===== src/rtl/i2s_txgate_pkg.sv =====
package i2s_txgate_pkg;

  typedef enum logic [1:0] {
    TXG_IDLE  = 2'd0,
    TXG_ARM   = 2'd1,
    TXG_RUN   = 2'd2,
    TXG_DRAIN = 2'd3
  } txg_state_e;

  // The shifter may take a word only in these states.
  function automatic logic txg_tx_open(input txg_state_e st);
    return (st == TXG_RUN) || (st == TXG_DRAIN);
  endfunction

  // Intermediate states carry a frame counter.
  function automatic logic txg_is_pre(input txg_state_e st);
    return (st == TXG_ARM) || (st == TXG_DRAIN);
  endfunction

endpackage


===== src/rtl/i2s_txgate_sync.sv =====
module i2s_txgate_sync #(
  parameter int STAGES = 2
) (
  input  logic clk,
  input  logic rst_n,
  input  logic async_i,
  output logic fall_o,
  output logic edge_o
);
  logic [STAGES-1:0] chain_q;
  logic              prev_q;
  logic              lvl_w;

  assign lvl_w = chain_q[STAGES-1];

  always_ff @(posedge clk or negedge rst_n) begin
    if (!rst_n) begin
      chain_q <= '0;
      prev_q  <= 1'b0;
    end else begin
      chain_q <= {chain_q[STAGES-2:0], async_i};
      prev_q  <= lvl_w;
    end
  end

  assign fall_o = prev_q & ~lvl_w;
  assign edge_o = prev_q ^ lvl_w;
endmodule


===== src/rtl/i2s_txgate_seq.sv =====
module i2s_txgate_seq
  import i2s_txgate_pkg::*;
#(
  parameter int PRE_FRAMES = 2
) (
  input  logic       clk,
  input  logic       rst_n,
  input  logic       en_i,
  input  logic       ws_fall_i,
  output txg_state_e state_o,
  output txg_state_e state_nxt_o
);
  localparam int CNT_W = $clog2(PRE_FRAMES + 1);
  localparam logic [CNT_W-1:0] LAST = CNT_W'(PRE_FRAMES - 1);

  txg_state_e       state_q, state_d;
  logic [CNT_W-1:0] cnt_q, cnt_d;
  logic             pre_done_w;

  assign pre_done_w = txg_is_pre(state_q) && ws_fall_i && (cnt_q == LAST);

  always_comb begin
    state_d = state_q;
    cnt_d   = cnt_q;
    unique case (state_q)
      TXG_IDLE: if (en_i) begin
        state_d = TXG_ARM;
        cnt_d   = '0;
      end
      TXG_RUN: if (!en_i) begin
        state_d = TXG_DRAIN;
        cnt_d   = '0;
      end
      TXG_ARM, TXG_DRAIN: begin
        if (pre_done_w) begin
          state_d = (state_q == TXG_ARM) ? TXG_RUN : TXG_IDLE;
          cnt_d   = '0;
        end else if (ws_fall_i) begin
          cnt_d = cnt_q + 1'b1;
        end
      end
      default: state_d = TXG_IDLE;
    endcase
  end

  always_ff @(posedge clk or negedge rst_n) begin
    if (!rst_n) begin
      state_q <= TXG_IDLE;
      cnt_q   <= '0;
    end else begin
      state_q <= state_d;
      cnt_q   <= cnt_d;
    end
  end

  assign state_o     = state_q;
  assign state_nxt_o = state_d;
endmodule


===== src/rtl/i2s_txgate_shift.sv =====
module i2s_txgate_shift #(
  parameter int WORD_W = 16
) (
  input  logic              clk,
  input  logic              rst_n,
  input  logic              ws_edge_i,
  input  logic              sck_fall_i,
  input  logic              tx_open_i,
  input  logic              fifo_empty_i,
  input  logic [WORD_W-1:0] fifo_data_i,
  output logic              fifo_rd_o,
  output logic              sd_o
);
  logic [WORD_W-1:0] sh_q;
  logic              take_w;

  assign take_w = ws_edge_i & tx_open_i & ~fifo_empty_i;

  always_ff @(posedge clk or negedge rst_n) begin
    if (!rst_n) begin
      sh_q <= '0;
    end else if (ws_edge_i) begin
      sh_q <= take_w ? fifo_data_i : '0;
    end else if (sck_fall_i) begin
      sh_q <= {sh_q[WORD_W-2:0], 1'b0};
    end
  end

  assign fifo_rd_o = take_w;
  assign sd_o      = sh_q[WORD_W-1];
endmodule


===== src/rtl/i2s_txgate.sv =====
module i2s_txgate
  import i2s_txgate_pkg::*;
#(
  parameter int          WORD_W     = 16,
  parameter int          REG_W      = 32,
  parameter int          ADDR_W     = 8,
  parameter int          PRE_FRAMES = 2,
  parameter int          SYNC_STG   = 2,
  parameter logic [7:0]  CTRL_OFF   = 8'h04,
  parameter logic [7:0]  STAT_OFF   = 8'h08
) (
  input  logic              clk,
  input  logic              rst_n,
  input  logic              reg_we,
  input  logic [ADDR_W-1:0] reg_addr,
  input  logic [REG_W-1:0]  reg_wdata,
  output logic [REG_W-1:0]  reg_rdata,
  input  logic              ws_in,
  input  logic              sck_in,
  input  logic              fifo_empty,
  input  logic [WORD_W-1:0] fifo_data,
  output logic              fifo_rd,
  output logic              sd_out
);
  localparam logic [ADDR_W-1:0] CTRL_A = ADDR_W'(CTRL_OFF);
  localparam logic [ADDR_W-1:0] STAT_A = ADDR_W'(STAT_OFF);

  logic       en_q;
  logic       ws_fall_w, ws_edge_w, sck_fall_w;
  logic       unused_sck_edge;
  logic       unused_wdata;
  txg_state_e state_q, state_nxt;

  assign unused_wdata = ^reg_wdata[REG_W-1:1];

  always_ff @(posedge clk or negedge rst_n) begin
    if (!rst_n)                          en_q <= 1'b0;
    else if (reg_we && reg_addr == CTRL_A) en_q <= reg_wdata[0];
  end

  always_comb begin
    reg_rdata = '0;
    if (reg_addr == CTRL_A)      reg_rdata[0]   = en_q;
    else if (reg_addr == STAT_A) reg_rdata[1:0] = state_q;
  end

  i2s_txgate_sync #(.STAGES(SYNC_STG)) ws_sync_i (
    .clk(clk), .rst_n(rst_n), .async_i(ws_in),
    .fall_o(ws_fall_w), .edge_o(ws_edge_w)
  );

  i2s_txgate_sync #(.STAGES(SYNC_STG)) sck_sync_i (
    .clk(clk), .rst_n(rst_n), .async_i(sck_in),
    .fall_o(sck_fall_w), .edge_o(unused_sck_edge)
  );

  i2s_txgate_seq #(.PRE_FRAMES(PRE_FRAMES)) seq_i (
    .clk(clk), .rst_n(rst_n), .en_i(en_q), .ws_fall_i(ws_fall_w),
    .state_o(state_q), .state_nxt_o(state_nxt)
  );

  i2s_txgate_shift #(.WORD_W(WORD_W)) shift_i (
    .clk(clk), .rst_n(rst_n),
    .ws_edge_i(ws_edge_w), .sck_fall_i(sck_fall_w),
    .tx_open_i(txg_tx_open(state_nxt)),
    .fifo_empty_i(fifo_empty), .fifo_data_i(fifo_data),
    .fifo_rd_o(fifo_rd), .sd_o(sd_out)
  );
endmodule


===== config.mk =====
export PLATFORM = sky130hd
export DESIGN_NAME = i2s_txgate
export DESIGN_NICKNAME = d
export VERILOG_FILES = /design/src/rtl/i2s_txgate_pkg.sv /design/src/rtl/i2s_txgate_sync.sv /design/src/rtl/i2s_txgate_seq.sv /design/src/rtl/i2s_txgate_shift.sv /design/src/rtl/i2s_txgate.sv
export SDC_FILE = /design/constraint.sdc
export NUM_CORES = 1
export LEC_CHECK = 0
export BUFFER_PORTS_ARGS = -buffer_cell sky130_fd_sc_hd__clkbuf_2
export CAP_MARGIN = 25
export CORE_MARGIN = 2
export CORE_UTILIZATION = 43
export CTS_CLUSTER_DIAMETER = 40
export DETAILED_ROUTE_END_ITERATION = 10
export PLACE_DENSITY = 0.84
export SLEW_MARGIN = 5
export SYNTH_ARGS = -nofsm -noshare
export SYNTH_HDL_FRONTEND = slang
export SYNTH_SLANG_ARGS = --single-unit
export TNS_END_PERCENT = 5

===== constraint.sdc =====
create_clock -name clk -period 2.4 [get_ports clk]
set_input_delay 0.6 -clock clk [delete_from_list [all_inputs] [get_ports clk]]
set_output_delay 0.6 -clock clk [all_outputs]
set_load 0.01 [all_outputs]

==> metrics.md, run 1 <==
| Metric | Value |
|---|---|
| Status | `finished clean` |
| Number of DRC markers in iteration 0 | `13` |
| Cells after Synth | `124` |
| LEAKAGE | `0.874 nW` |
| Cell variety after synth | `29` |
| Relative slew margins | `56.3%` |
| Bufs on Longest Clock Path | `2` |
| Detailed-route vias per instance | `4.63` |
| Cts bufs inserted | `3` |
| First-pass GRT wire length | `3810 um` |
| Clock-pin slew on the worst setup and hold paths | `140 ps` |
| Htree depth | `1` |
| Seq pwr share | `50.5%` |
| Worst-Margin Slew | `656 ps` |
| Worst-path fanout max | `4` |
| Multi-input gate area | `689 um2` |
| Sink Count | `27` |
| Synthesis-to-layout area growth | `7.39%` |
| Setup crit start | `ws_sync_i.chain_q[1]` |
| RSZ-0062 raised after global routing | `no` |
| GPL Wtd Cong | `0.713` |
| Io pins | `96` |
| Core ar. | `3390 um2` |
| Comb pwr share | `33.6%` |
| DRT antenna net count | `0` |
| Worst setup path endpoint | `fifo_rd` |
| Cell Area, Synth | `1540 um2` |
| Worst setup EP type | `output pin` |
| Warnings from Yosys | `0` |
| Startpoint Class | `flip-flop` |
| Wirelength per Cell | `11.9 um` |
| Post-Layout Cell Count | `204` |
| #FFs+latches synth | `27` |
| R2R depth | `3` |
| Layout cells sized above 1 | `40.5%` |
| FP Rows | `21` |
| Core Util, Final | `48.8%` |
| Final setup TNS | `0 ps` |
| Fin crit share | `93.8%` |
| Reg2reg start | `sck_sync_i.chain_q[1]` |
| Top FF cell, synth | `dfrtp_1` |
| Max-Cap Viols | `0` |
| Drt first pass iters | `4` |
| Crit-path cells | `inv_1 > ha_1 > nand4b_4 > xnor2_4 > and2_2 > clkbuf_2` |
| Wirelength, routed | `2420 um` |
| Ys async rst share | `100%` |
| Reg-to-Reg End | `shift_i.sh_q[6]` |
| Post-route setup slack | `149 ps` |
| Setup Buffers After CTS | `1` |
| DIE HEIGHT | `63.9 um` |
| Max VDD drop | `339 uV` |
| Mean Syn Cell Area | `12.4 um2` |
| # resized after CTS | `0` |
| Net Sw Frac | `32.7%` |
| Hpwl dp | `1780 um` |
| Worst-skew pair later-pin latency | `320 ps` |
| Max Fclk | `444 MHz` |
| Vias in the first global route | `912` |
| Placed Cells | `199` |
| Worst hold path class | `primary input to asynchronous set/reset pin` |
| # hold bufs at CTS | `0` |
| Starting Density | `45.4%` |
| TritonCTS clock tree | `built` |
| Post-synthesis sequential area ratio | `43.9%` |
| Diodes inserted | `0` |
| Fill cells | `330` |
| Clock root buffer | `clkbuf_4` |
| Die area | `4080 um2` |
| Synth top cells by count | `buf_4 (30), dfrtp_1 (27), a32o_1 (15)` |
| Clk_skew | `1.94 ps` |
| Arr. time, crit path | `1650 ps` |
| Largest stage delay on the critical path | `400 ps` |
| Post-synth EDFFs | `0` |
| Die Wd | `63.9 um` |
| Clock share of power | `15.9%` |
| Gr usage total | `11.9%` |
| Largest net degree at the start of global routing | `28` |
| Reg area | `676 um2` |
| Final setup violating endpoints | `0` |
| Leading post-synthesis cells by cell area | `dfrtp_1 (44%), buf_4 (15%), a32o_1 (9.7%), mux2_4 (8.8%), mux2_2 (5.1%)` |
| Max-slew violations | `0` |
| Pwr Density | `738 nW/um2` |
| Initial antenna violation count | `0` |
| Post-place setup slack | `163 ps` |
| Residual DRC | `0` |
| Biggest area consumer among synthesized cells | `dfrtp_1` |
| Top-count cell post-synth | `buf_4` |
| Reg-to-reg setup timing slack | `800 ps` |
| Crit-path slowest cell | `dfrtp_1` |
| Fin crit period | `2250 ps` |
| Net switching power figure | `0.399 mW` |
| Worst setup path class | `flip-flop to output pin` |
| Routed vias | `945` |
| Final Hold Fails | `0` |
| Final nets | `222` |
| Grt total ovfl | `0` |
| PortBufs | `34` |
| Area fraction of the dominant cell type after synthesis | `43.9%` |
| Internal power | `0.821 mW` |
| CP required | `1800 ps` |
[stage by stage]
stage	total power, mW	area (um2)	hold WS [ps]
6_report	1.22	1650	276
5_1_grt	1.30	1650	322
4_1_cts	1.24	1650	299
3_5_place_dp	1.02	1620	337
3_3_place_gp	1.01	1620	333
2_1_floorplan	0.981	1650	304
[critical path: cells and delay by family, from the launching register on]
family	cells	cell delay [ps]
XOR/XNOR	1	200
AND/OR/NAND/NOR	2	320
adder cells (fa/ha/maj)	1	230
buffers and inverters	2	180
flip-flops	1	400
[sequential cells by signal (all words and copies together), names as in the netlist]
register / cells
shift_i.sh_q: 16
sck_sync_i.chain_q: 2
seq_i.cnt_q: 2
seq_i.state_o: 2
ws_sync_i.chain_q: 2
en_q: 1
sck_sync_i.prev_q: 1
ws_sync_i.prev_q: 1
[power by group through the flow]
stage	combinational, mW	sequential [mW]	clock (mW)
after floorplan	0.368	0.613	0
after global placement	0.384	0.624	0
after detailed placement	0.394	0.629	0
after CTS	0.415	0.618	0.202
after global routing	0.453	0.630	0.217
final	0.410	0.616	0.194
[layer usage]
| metal | GRT usage [%] | wire length, um | vias to the layer above |
|---|---|---|---|
| li1 | - | - | 452 |
| met1 | 14.2 | 1090 | 444 |
| met2 | 21.4 | 1150 | 45 |
| met3 | 1.23 | 140 | 4 |
| met4 | 5.71 | 38 | 0 |
| met5 | 0 | 0 | - |
[final cells by class]
type,count,area share (%)
Multi-Input combinational cell,87,41.7
Sequential cell,27,40.8
Tap cell,46,3.48
Clock inverter,1,0.303
Inverter,3,0.681
Timing Repair Buffer,37,11.6
Clock buffer,3,1.36
[cells in the final DEF (no fill, tap or decap)]
master	synthesis	routed
a21oi_1	2	2
clkinv_2	0	1
ha_1	1	1
nor2_1	5	5
mux2_4	9	9
nor2b_4	1	1
nand4b_4	1	1
nor2b_1	1	1
nand2_1	3	3
buf_4	30	3
conb_1	1	30
mux2_2	7	7
nor4_1	1	1
o21a_1	1	1
dfrtp_1	27	27
inv_1	3	3
nor2_2	1	1
a31o_2	1	1
a22o_2	1	1
and2_2	1	1
nand3b_1	1	1
clkbuf_4	0	3
clkbuf_2	0	34
a32o_1	15	15
xnor2_4	1	1
xor2_1	1	1
mux2i_1	1	1
nor4bb_1	1	1
nand4_1	1	1
[cell families (layout without fill, tap and decap cells)]
family | after synthesis | after routing | share of synthesized area (%)
buffers and inverters | 39 | 44 | 18.4
multiplexers | 17 | 17 | 14.5
adder cells (fa/ha/maj) | 1 | 1 | 0.812
flip-flops | 27 | 27 | 43.9
XOR/XNOR | 2 | 2 | 2.36
other | 1 | 30 | 0.243
AO/OA/AOI/OAI | 20 | 20 | 12.1
AND/OR/NAND/NOR | 17 | 17 | 7.64
[worst min-delay path by stage]
| stage | to | slack [ps] |
|---|---|---|
| finish | shift_i.sh_q[15] | 280 |
| global route | shift_i.sh_q[15] | 320 |
| CTS | shift_i.sh_q[15] | 300 |
| detailed placement | ws_sync_i.chain_q[1] | 340 |
| global placement | sck_sync_i.chain_q[1] | 330 |
| floorplan | en_q | 300 |
No activity file was read; power rests on OpenSTA's default activity.
==> run 2: changes to the inputs <==
--- a/config.mk
+++ b/config.mk
@@ -5,6 +5,7 @@
 export SDC_FILE = /design/constraint.sdc
 export NUM_CORES = 1
 export LEC_CHECK = 0
+export ABC_AREA = 1
 export BUFFER_PORTS_ARGS = -buffer_cell sky130_fd_sc_hd__clkbuf_2
 export CAP_MARGIN = 25
 export CORE_MARGIN = 2
==> run 2 against run 1 <==
Final cell count rose by 25%. Non-clock buffer count rose by 1. Global-route usage rose by 1.1 points. Sequential share of layout area fell by 1.2 points. Register-to-register slack got worse by 70 ps. Sequential power fell by 6.5%. Hold slack improved by 3.7 ps. Sequential cell count did not move. Clock skew rose by 4.2 ps. Power fell by 4.6%. Critical path depth rose by 3. Critical endpoint unchanged. Largest cell class unchanged.
==> metrics.md, run 2 <==
| Metric | Value |
|---|---|
| Status | `finished clean` |
| Die Wd | `64.5 um (+1.1%)` |
| Clock-pin slew on the worst setup and hold paths | `140 ps (about the same)` |
| Ys async rst share | `100% (unchanged)` |
| Cell Area, Synth | `1580 um2 (+2.3%)` |
| Relative slew margins | `55.6% (-0.71 points)` |
| Biggest area consumer among synthesized cells | `dfrtp_1` |
| Arr. time, crit path | `1630 ps (-20 ps)` |
| Top-count cell post-synth | `buf_4` |
| Routed vias | `1159 (+23%)` |
| Wirelength, routed | `2670 um (+10%)` |
| Fin crit period | `2230 ps (-18.0 ps)` |
| RSZ-0062 raised after global routing | `no` |
| #FFs+latches synth | `27 (unchanged)` |
| Commonest non-fill, non-tap cell in the layout | `clkbuf_2` |
| DRT antenna net count | `0 (unchanged)` |
| FP Rows | `21 (unchanged)` |
| Fin crit share | `93.1% (-0.75 points)` |
| Post-Layout Cell Count | `256 (+25%)` |
| Drt first pass iters | `4 (unchanged)` |
| Max-Cap Viols | `0 (unchanged)` |
| Post-synthesis sequential area ratio | `42.9% (-0.98 points)` |
| Worst setup EP type | `output pin` |
| Io pins | `96 (unchanged)` |
| Residual DRC | `0 (unchanged)` |
| Vias in the first global route | `993 (+8.9%)` |
| Die area | `4160 um2 (+2.1%)` |
| Power Total | `1.16 mW (-4.6%)` |
| Largest stage delay on the critical path | `390 ps (about the same)` |
| Max-slew violations | `0 (unchanged)` |
| Worst-skew pair later-pin latency | `320 ps (about the same)` |
| Crit path max-delay family | `simple AND/OR/NAND/NOR gates` |
| Startpoint Class | `flip-flop` |
| Core ar. | `3420 um2 (+0.78%)` |
| Leading post-synthesis cells by cell area | `dfrtp_1 (43%), buf_4 (14%), nand3_2 (6.4%), nor2_1 (5.5%), o21ai_0 (5.1%)` |
| Final nets | `274 (+23%)` |
| Sink Count | `27 (unchanged)` |
| Grt total ovfl | `0 (unchanged)` |
| Mean Syn Cell Area | `9.05 um2 (-27%)` |
| WP buf/inv | `3 (+1)` |
| Final setup violating endpoints | `0 (unchanged)` |
| Synthesis-to-layout area growth | `8.26%` |
| Cell variety after synth | `25 (-14%)` |
| Crit-path cells | `ha_1 > nand2_2 > clkinv_2 > nand2_1 > nand2_2 > nand2_8 > nand2_1 > inv_1 > clkbuf_2` |
| Diodes inserted | `0 (unchanged)` |
| Post-synth EDFFs | `0 (unchanged)` |
| Worst-path fanout max | `4 (unchanged)` |
| Crit-path slowest cell | `dfrtp_1` |
| Synth top cells by count | `buf_4 (30), dfrtp_1 (27), nor2_1 (23)` |
| Final setup TNS | `0 ps (unchanged)` |
| R2R depth | `6 (+3)` |
| Bufs on Longest Clock Path | `2 (unchanged)` |
| Crit path depth | `9 (+3)` |
| Layout cells sized above 1 | `31.4% (-9.1 points)` |
| Initial antenna violation count | `0 (unchanged)` |
| GPL Wtd Cong | `0.747 (+4.7%)` |
| Htree depth | `1 (unchanged)` |
| Detailed-route vias per instance | `4.53 (-2.3%)` |
| DIE HEIGHT | `64.5 um (+1.1%)` |
| Final Hold Fails | `0 (unchanged)` |
| LEAKAGE | `0.856 nW (-2.1%)` |
| TritonCTS clock tree | `built` |
| Most flops, register | `shift_i.sh_q` |
| CP required | `1800 ps (about the same)` |
| Worst setup path class | `flip-flop to output pin` |
| Largest net degree at the start of global routing | `28 (unchanged)` |
| Worst-Margin Slew | `666 ps (+10.7 ps)` |
| Largest register FFs | `16 (unchanged)` |
| Hpwl dp | `1930 um (+8.3%)` |
| Area fraction of the dominant cell type after synthesis | `42.9% (-0.98 points)` |
| Starting Density | `46.1% (+0.68 points)` |
| Cells after Synth | `174 (+40%)` |
| Clk_skew | `6.13 ps (+4.18 ps)` |
| Worst hold path class | `primary input to asynchronous set/reset pin` |
| # hold bufs at CTS | `0 (unchanged)` |
| Top FF cell, synth | `dfrtp_1` |
| Gr usage total | `13.0% (+1.1 points)` |
| Fill cells | `353 (+7.0%)` |
| Most frequent cells in the layout | `clkbuf_2 (34), conb_1 (30), dfrtp_1 (27), nor2_1 (23), o21ai_0 (16)` |
| Cts bufs inserted | `3 (unchanged)` |
| Number of DRC markers in iteration 0 | `28 (+15)` |
| Placed Cells | `250 (+26%)` |
| Warnings from Yosys | `0 (unchanged)` |
| Clock root buffer | `clkbuf_4` |
| Wirelength per Cell | `10.4 um (-12%)` |
| PortBufs | `34 (unchanged)` |
| First-pass GRT wire length | `4370 um (+15%)` |
| Max VDD drop | `539 uV (+59%)` |
| Max Fclk | `448 MHz (+0.81%)` |
| Pwr Density | `683 nW/um2 (-7.4%)` |
[run 2: changes by cell type in the layout (fill, tap and decap cells not counted), sizes merged, moves of 14 or more]
cell,before,now
o21ai,0,16
mux2,16,0
a32o,15,0
nand3,0,22
nor2,6,25
a21oi,2,16
[run 2: worst reg2reg max path, stage by stage, from the launching register on]
cell and delay, ps:
dfrtp_1 370, inv_1 40, ha_1 340, buf_4 220, nand2_1 330, nor2_1 210, a21oi_1 60
[run 2: final cells by class]
| type | count | area [um2] | area share (%) |
|---|---|---|---|
| multi-input cells | 130 | 703 | 41.2 |
| clock buffers | 4 | 26.3 | 1.54 |
| inverters | 11 | 42.5 | 2.49 |
| flip-flops and latches | 27 | 676 | 39.6 |
| well taps | 46 | 57.6 | 3.37 |
| repair buffers | 38 | 200 | 11.7 |
[run 2: what timing repair did]
action	4_1_cts	5_1_grt
hold endpoints to repair	0	0
resized for setup	1	0
setup endpoints to repair	1	1
pin swaps	0	1
gates cloned	0	0
setup buffers	0	2
[run 2: kinds of logic (layout without fill, tap and decap cells)]
logic type	Yosys count	count (layout)	share of synthesized area (%)
AO/OA/AOI/OAI	34	34	13.2
adder cells (fa/ha/maj)	1	1	0.794
buffers and inverters	46	53	19.9
AND/OR/NAND/NOR	65	65	23.0
other	1	30	0.238
flip-flops	27	27	42.9
[run 2: path summary, 6_finish.rpt]
check | from | end | slack, ps
min in group clk | sck_sync_i.chain_q[0] | sck_sync_i.chain_q[1] | 380
hold / removal | rst_n | shift_i.sh_q[8] | 280
setup / recovery | ws_sync_i.prev_q | fifo_rd | 170
max in group asynchronous | rst_n | seq_i.cnt_q[0] | 1690
hold reg to reg | sck_sync_i.chain_q[0] | sck_sync_i.chain_q[1] | 380
setup reg to reg | ws_sync_i.chain_q[1] | shift_i.sh_q[4] | 730
[run 2: report_power, final]
part / internal (mW) / switching (mW) / total [mW]
combinational: 0.149 / 0.245 / 0.394
clock: 0.0649 / 0.130 / 0.194
sequential: 0.528 / 0.0482 / 0.576
total: 0.742 / 0.423 / 1.16
[run 2: through the flow]
stage / worst slack, ps / utilization (%) / hold slack, ps / area (um2)
final: 167 / 49.9 / 280 / 1710
after global routing: 4.75 / 49.9 / 308 / 1710
after CTS: 44.9 / 49.5 / 298 / 1690
after detailed placement: 395 / 48.5 / 343 / 1660
after global placement: 434 / 48.5 / 335 / 1660
after floorplan: 719 / - / 304 / 1680
[run 2: routing by layer]
metal  vias up  share of wire, %  global-route usage [%]  wire length, um
li1        579                 -                       -                -
met1       525                45                    16.9             1200
met2        53                47                    22.0             1260
met3         2               7.3                    2.43              195
met4         0              0.45                    3.99               12
met5         -                 0                       0                0
==> run 3: changes to the inputs <==
--- a/config.mk
+++ b/config.mk
@@ -8,7 +8,6 @@
 export ABC_AREA = 1
 export BUFFER_PORTS_ARGS = -buffer_cell sky130_fd_sc_hd__clkbuf_2
 export CAP_MARGIN = 25
-export CORE_MARGIN = 2
 export CORE_UTILIZATION = 43
 export CTS_CLUSTER_DIAMETER = 40
 export DETAILED_ROUTE_END_ITERATION = 10
==> run 3 against run 2 <==
Global-route usage rose by 0.31 points. Combinational power fell by 9.1%. Clock skew rose by 3.2 ps. First-iteration DRC count fell by 32%. Final area fell by 0.81%. Power fell by 3.7%. Sequential power barely moved. Sequential cell count did not move. Clock power fell by 3%. Critical path type unchanged.
==> metrics.md, run 3 (synthesis results as in run 2) <==
| Metric | Value |
|---|---|
| Clock-pin slew on the worst setup and hold paths | `140 ps (about the same)` |
| Clock root buffer | `clkbuf_4` |
| Detailed-route vias per instance | `4.61 (+1.9%)` |
| Max Fclk | `439 MHz (-2.0%)` |
| Io pins | `96 (unchanged)` |
| Final setup violating endpoints | `0 (unchanged)` |
| Largest register FFs | `16 (unchanged)` |
| Bufs on Longest Clock Path | `2 (unchanged)` |
| CP required | `1800 ps (about the same)` |
| Status | `finished clean` |
| Largest net degree at the start of global routing | `28 (unchanged)` |
| PortBufs | `34 (unchanged)` |
| Clk_skew | `9.30 ps (+3.18 ps)` |
| Net Sw Frac | `36.4% (+0.10 points)` |
| Core ar. | `3420 um2 (unchanged)` |
| RSZ-0062 raised after global routing | `no` |
| Commonest non-fill, non-tap cell in the layout | `clkbuf_2` |
| Cts bufs inserted | `3 (unchanged)` |
| Routed vias | `1172 (+1.1%)` |
| Multi-input gate area | `703 um2 (unchanged)` |
| Fin crit share | `94.9% (+1.9 points)` |
| Final nets | `272 (-0.73%)` |
| Most flops, register | `shift_i.sh_q` |
| Pwr Density | `663 nW/um2 (-3.0%)` |
| FP Rows | `21 (unchanged)` |
| Initial antenna violation count | `0 (unchanged)` |
| Fill cells | `334 (-5.4%)` |
| GPL Wtd Cong | `0.698 (-6.6%)` |
| Hpwl dp | `1870 um (-2.8%)` |
| Worst-path fanout max | `17 (+13)` |
| Largest stage delay on the critical path | `390 ps (about the same)` |
| Sink Count | `27 (unchanged)` |
| Startpoint Class | `flip-flop` |
| Drt first pass iters | `4 (unchanged)` |
| Diodes inserted | `0 (unchanged)` |
| # resized after CTS | `0 (-1)` |
| Wirelength per Cell | `9.66 um (-7.2%)` |
| Starting Density | `46.1% (unchanged)` |
| Internal power | `0.713 mW (-3.9%)` |
| DIE HEIGHT | `62.5 um (-3.1%)` |
| Synthesis-to-layout area growth | `7.39%` |
| Max VDD drop | `373 uV (-31%)` |
| Setup crit start | `ws_sync_i.prev_q` |
| Post-route setup slack | `122 ps (-44.5 ps)` |
| Worst setup EP type | `output pin` |
| Die area | `3910 um2 (-6.1%)` |
| Crit-path slowest cell | `dfrtp_1` |
| Arr. time, crit path | `1680 ps (+50 ps)` |
| Final Hold Fails | `0 (unchanged)` |
| Htree depth | `1 (unchanged)` |
| Fin crit period | `2280 ps (+44.5 ps)` |
| Die Wd | `62.5 um (-3.1%)` |
| TritonCTS clock tree | `built` |
| Grt total ovfl | `0 (unchanged)` |
| Reg2reg start | `ws_sync_i.chain_q[1]` |
| Wirelength, routed | `2450 um (-8.0%)` |
| Vias in the first global route | `1036 (+4.3%)` |
| Layout cells sized above 1 | `31.3% (-0.18 points)` |
| LEAKAGE | `0.849 nW (-0.81%)` |
| Clock share of power | `16.8% (about the same)` |
| Seq pwr share | `51.3% (+1.8 points)` |
| Comb pwr share | `31.9% (-1.9 points)` |
| First-pass GRT wire length | `4240 um (-3.0%)` |
| Worst-skew pair later-pin latency | `320 ps (about the same)` |
| Residual DRC | `0 (unchanged)` |
| Worst hold path class | `primary input to asynchronous set/reset pin` |
| Worst setup path class | `flip-flop to output pin` |
| Max-Cap Viols | `0 (unchanged)` |
| Most frequent cells in the layout | `clkbuf_2 (34), conb_1 (30), dfrtp_1 (27), nor2_1 (23), o21ai_0 (16)` |
| Number of DRC markers in iteration 0 | `19 (-32%)` |
| # hold bufs at CTS | `0 (unchanged)` |
| Post-place setup slack | `423 ps (+28.3 ps)` |
| Reg area | `676 um2 (unchanged)` |
| Setup Buffers After CTS | `0 (unchanged)` |
| Gr usage total | `13.3% (+0.31 points)` |
| Relative slew margins | `56.6% (+1.0 points)` |
| Net switching power figure | `0.408 mW (-3.5%)` |
| Worst-Margin Slew | `651 ps (-15.3 ps)` |
| Final setup TNS | `0 ps (unchanged)` |
| Max-slew violations | `0 (unchanged)` |
| Crit-path cells | `ha_1 > nand2_2 > clkinv_2 > nand2_1 > nand2_2 > nand2_8 > nand2_1 > inv_1 > clkbuf_2` |
| DRT antenna net count | `0 (unchanged)` |
[run 3: cell types whose count changed in the layout (fill, tap and decap cells not counted), sizes merged]
cell | previous run | this run
clkbuf | 38 | 37
clkinv | 1 | 2
buf | 4 | 2
[run 3: power by group through the flow]
stage,clock network (mW),logic [mW],registers [mW]
floorplan,0,0.343,0.574
global placement,0,0.339,0.582
detailed placement,0,0.349,0.585
CTS,0.198,0.349,0.575
global route,0.212,0.401,0.587
finish,0.188,0.358,0.575
[run 3: final timing paths]
check | to | slack, ps | depth (start not counted)
min | shift_i.sh_q[8] | 280 | 1
max in group asynchronous | seq_i.state_o[0] | 1700 | 1
min reg2reg | sck_sync_i.chain_q[1] | 360 | 0
min in group clk | sck_sync_i.chain_q[1] | 360 | 0
max | fifo_rd | 120 | 9
max reg2reg | shift_i.sh_q[14] | 740 | 6
[run 3: stage by stage]
| step | utilization (%) | cell area (um2) | total power, mW | hold WS (ps) | std cells |
|---|---|---|---|---|---|
| 5_1_grt | 49.5 | 1690 | 1.20 | 303 | 254 |
| 3_3_place_gp | 48.5 | 1660 | 0.921 | 334 | 250 |
| 3_5_place_dp | 48.5 | 1660 | 0.933 | 337 | 250 |
| 4_1_cts | 49.3 | 1680 | 1.12 | 292 | 254 |
| 2_1_floorplan | - | 1680 | 0.917 | 304 | 203 |
| 6_report | 49.5 | 1690 | 1.12 | 277 | 254 |
[run 3: area by class of cell]
class	instances	share of cell area, %
multi-input cells	130	41.6
flip-flops and latches	27	39.9
repair buffers	36	10.9
well taps	46	3.40
inverters	11	2.51
clock buffers	3	1.33
clock inverters	1	0.296
[run 3: routing by layer]
layer	vias up	routed length, um	GRT usage [%]
met4	0	17	5.23
met3	2	171	2.74
met5	-	0	0
met1	538	1140	17.3
li1	579	-	-
met2	53	1130	21.6
[run 3: worst max-delay path, delay by kind of cell (launching register included)]
kind	cells	cell delay, ps
fa+ha+maj	1	230
simple gates	5	480
flops	1	390
buf+inv	3	270
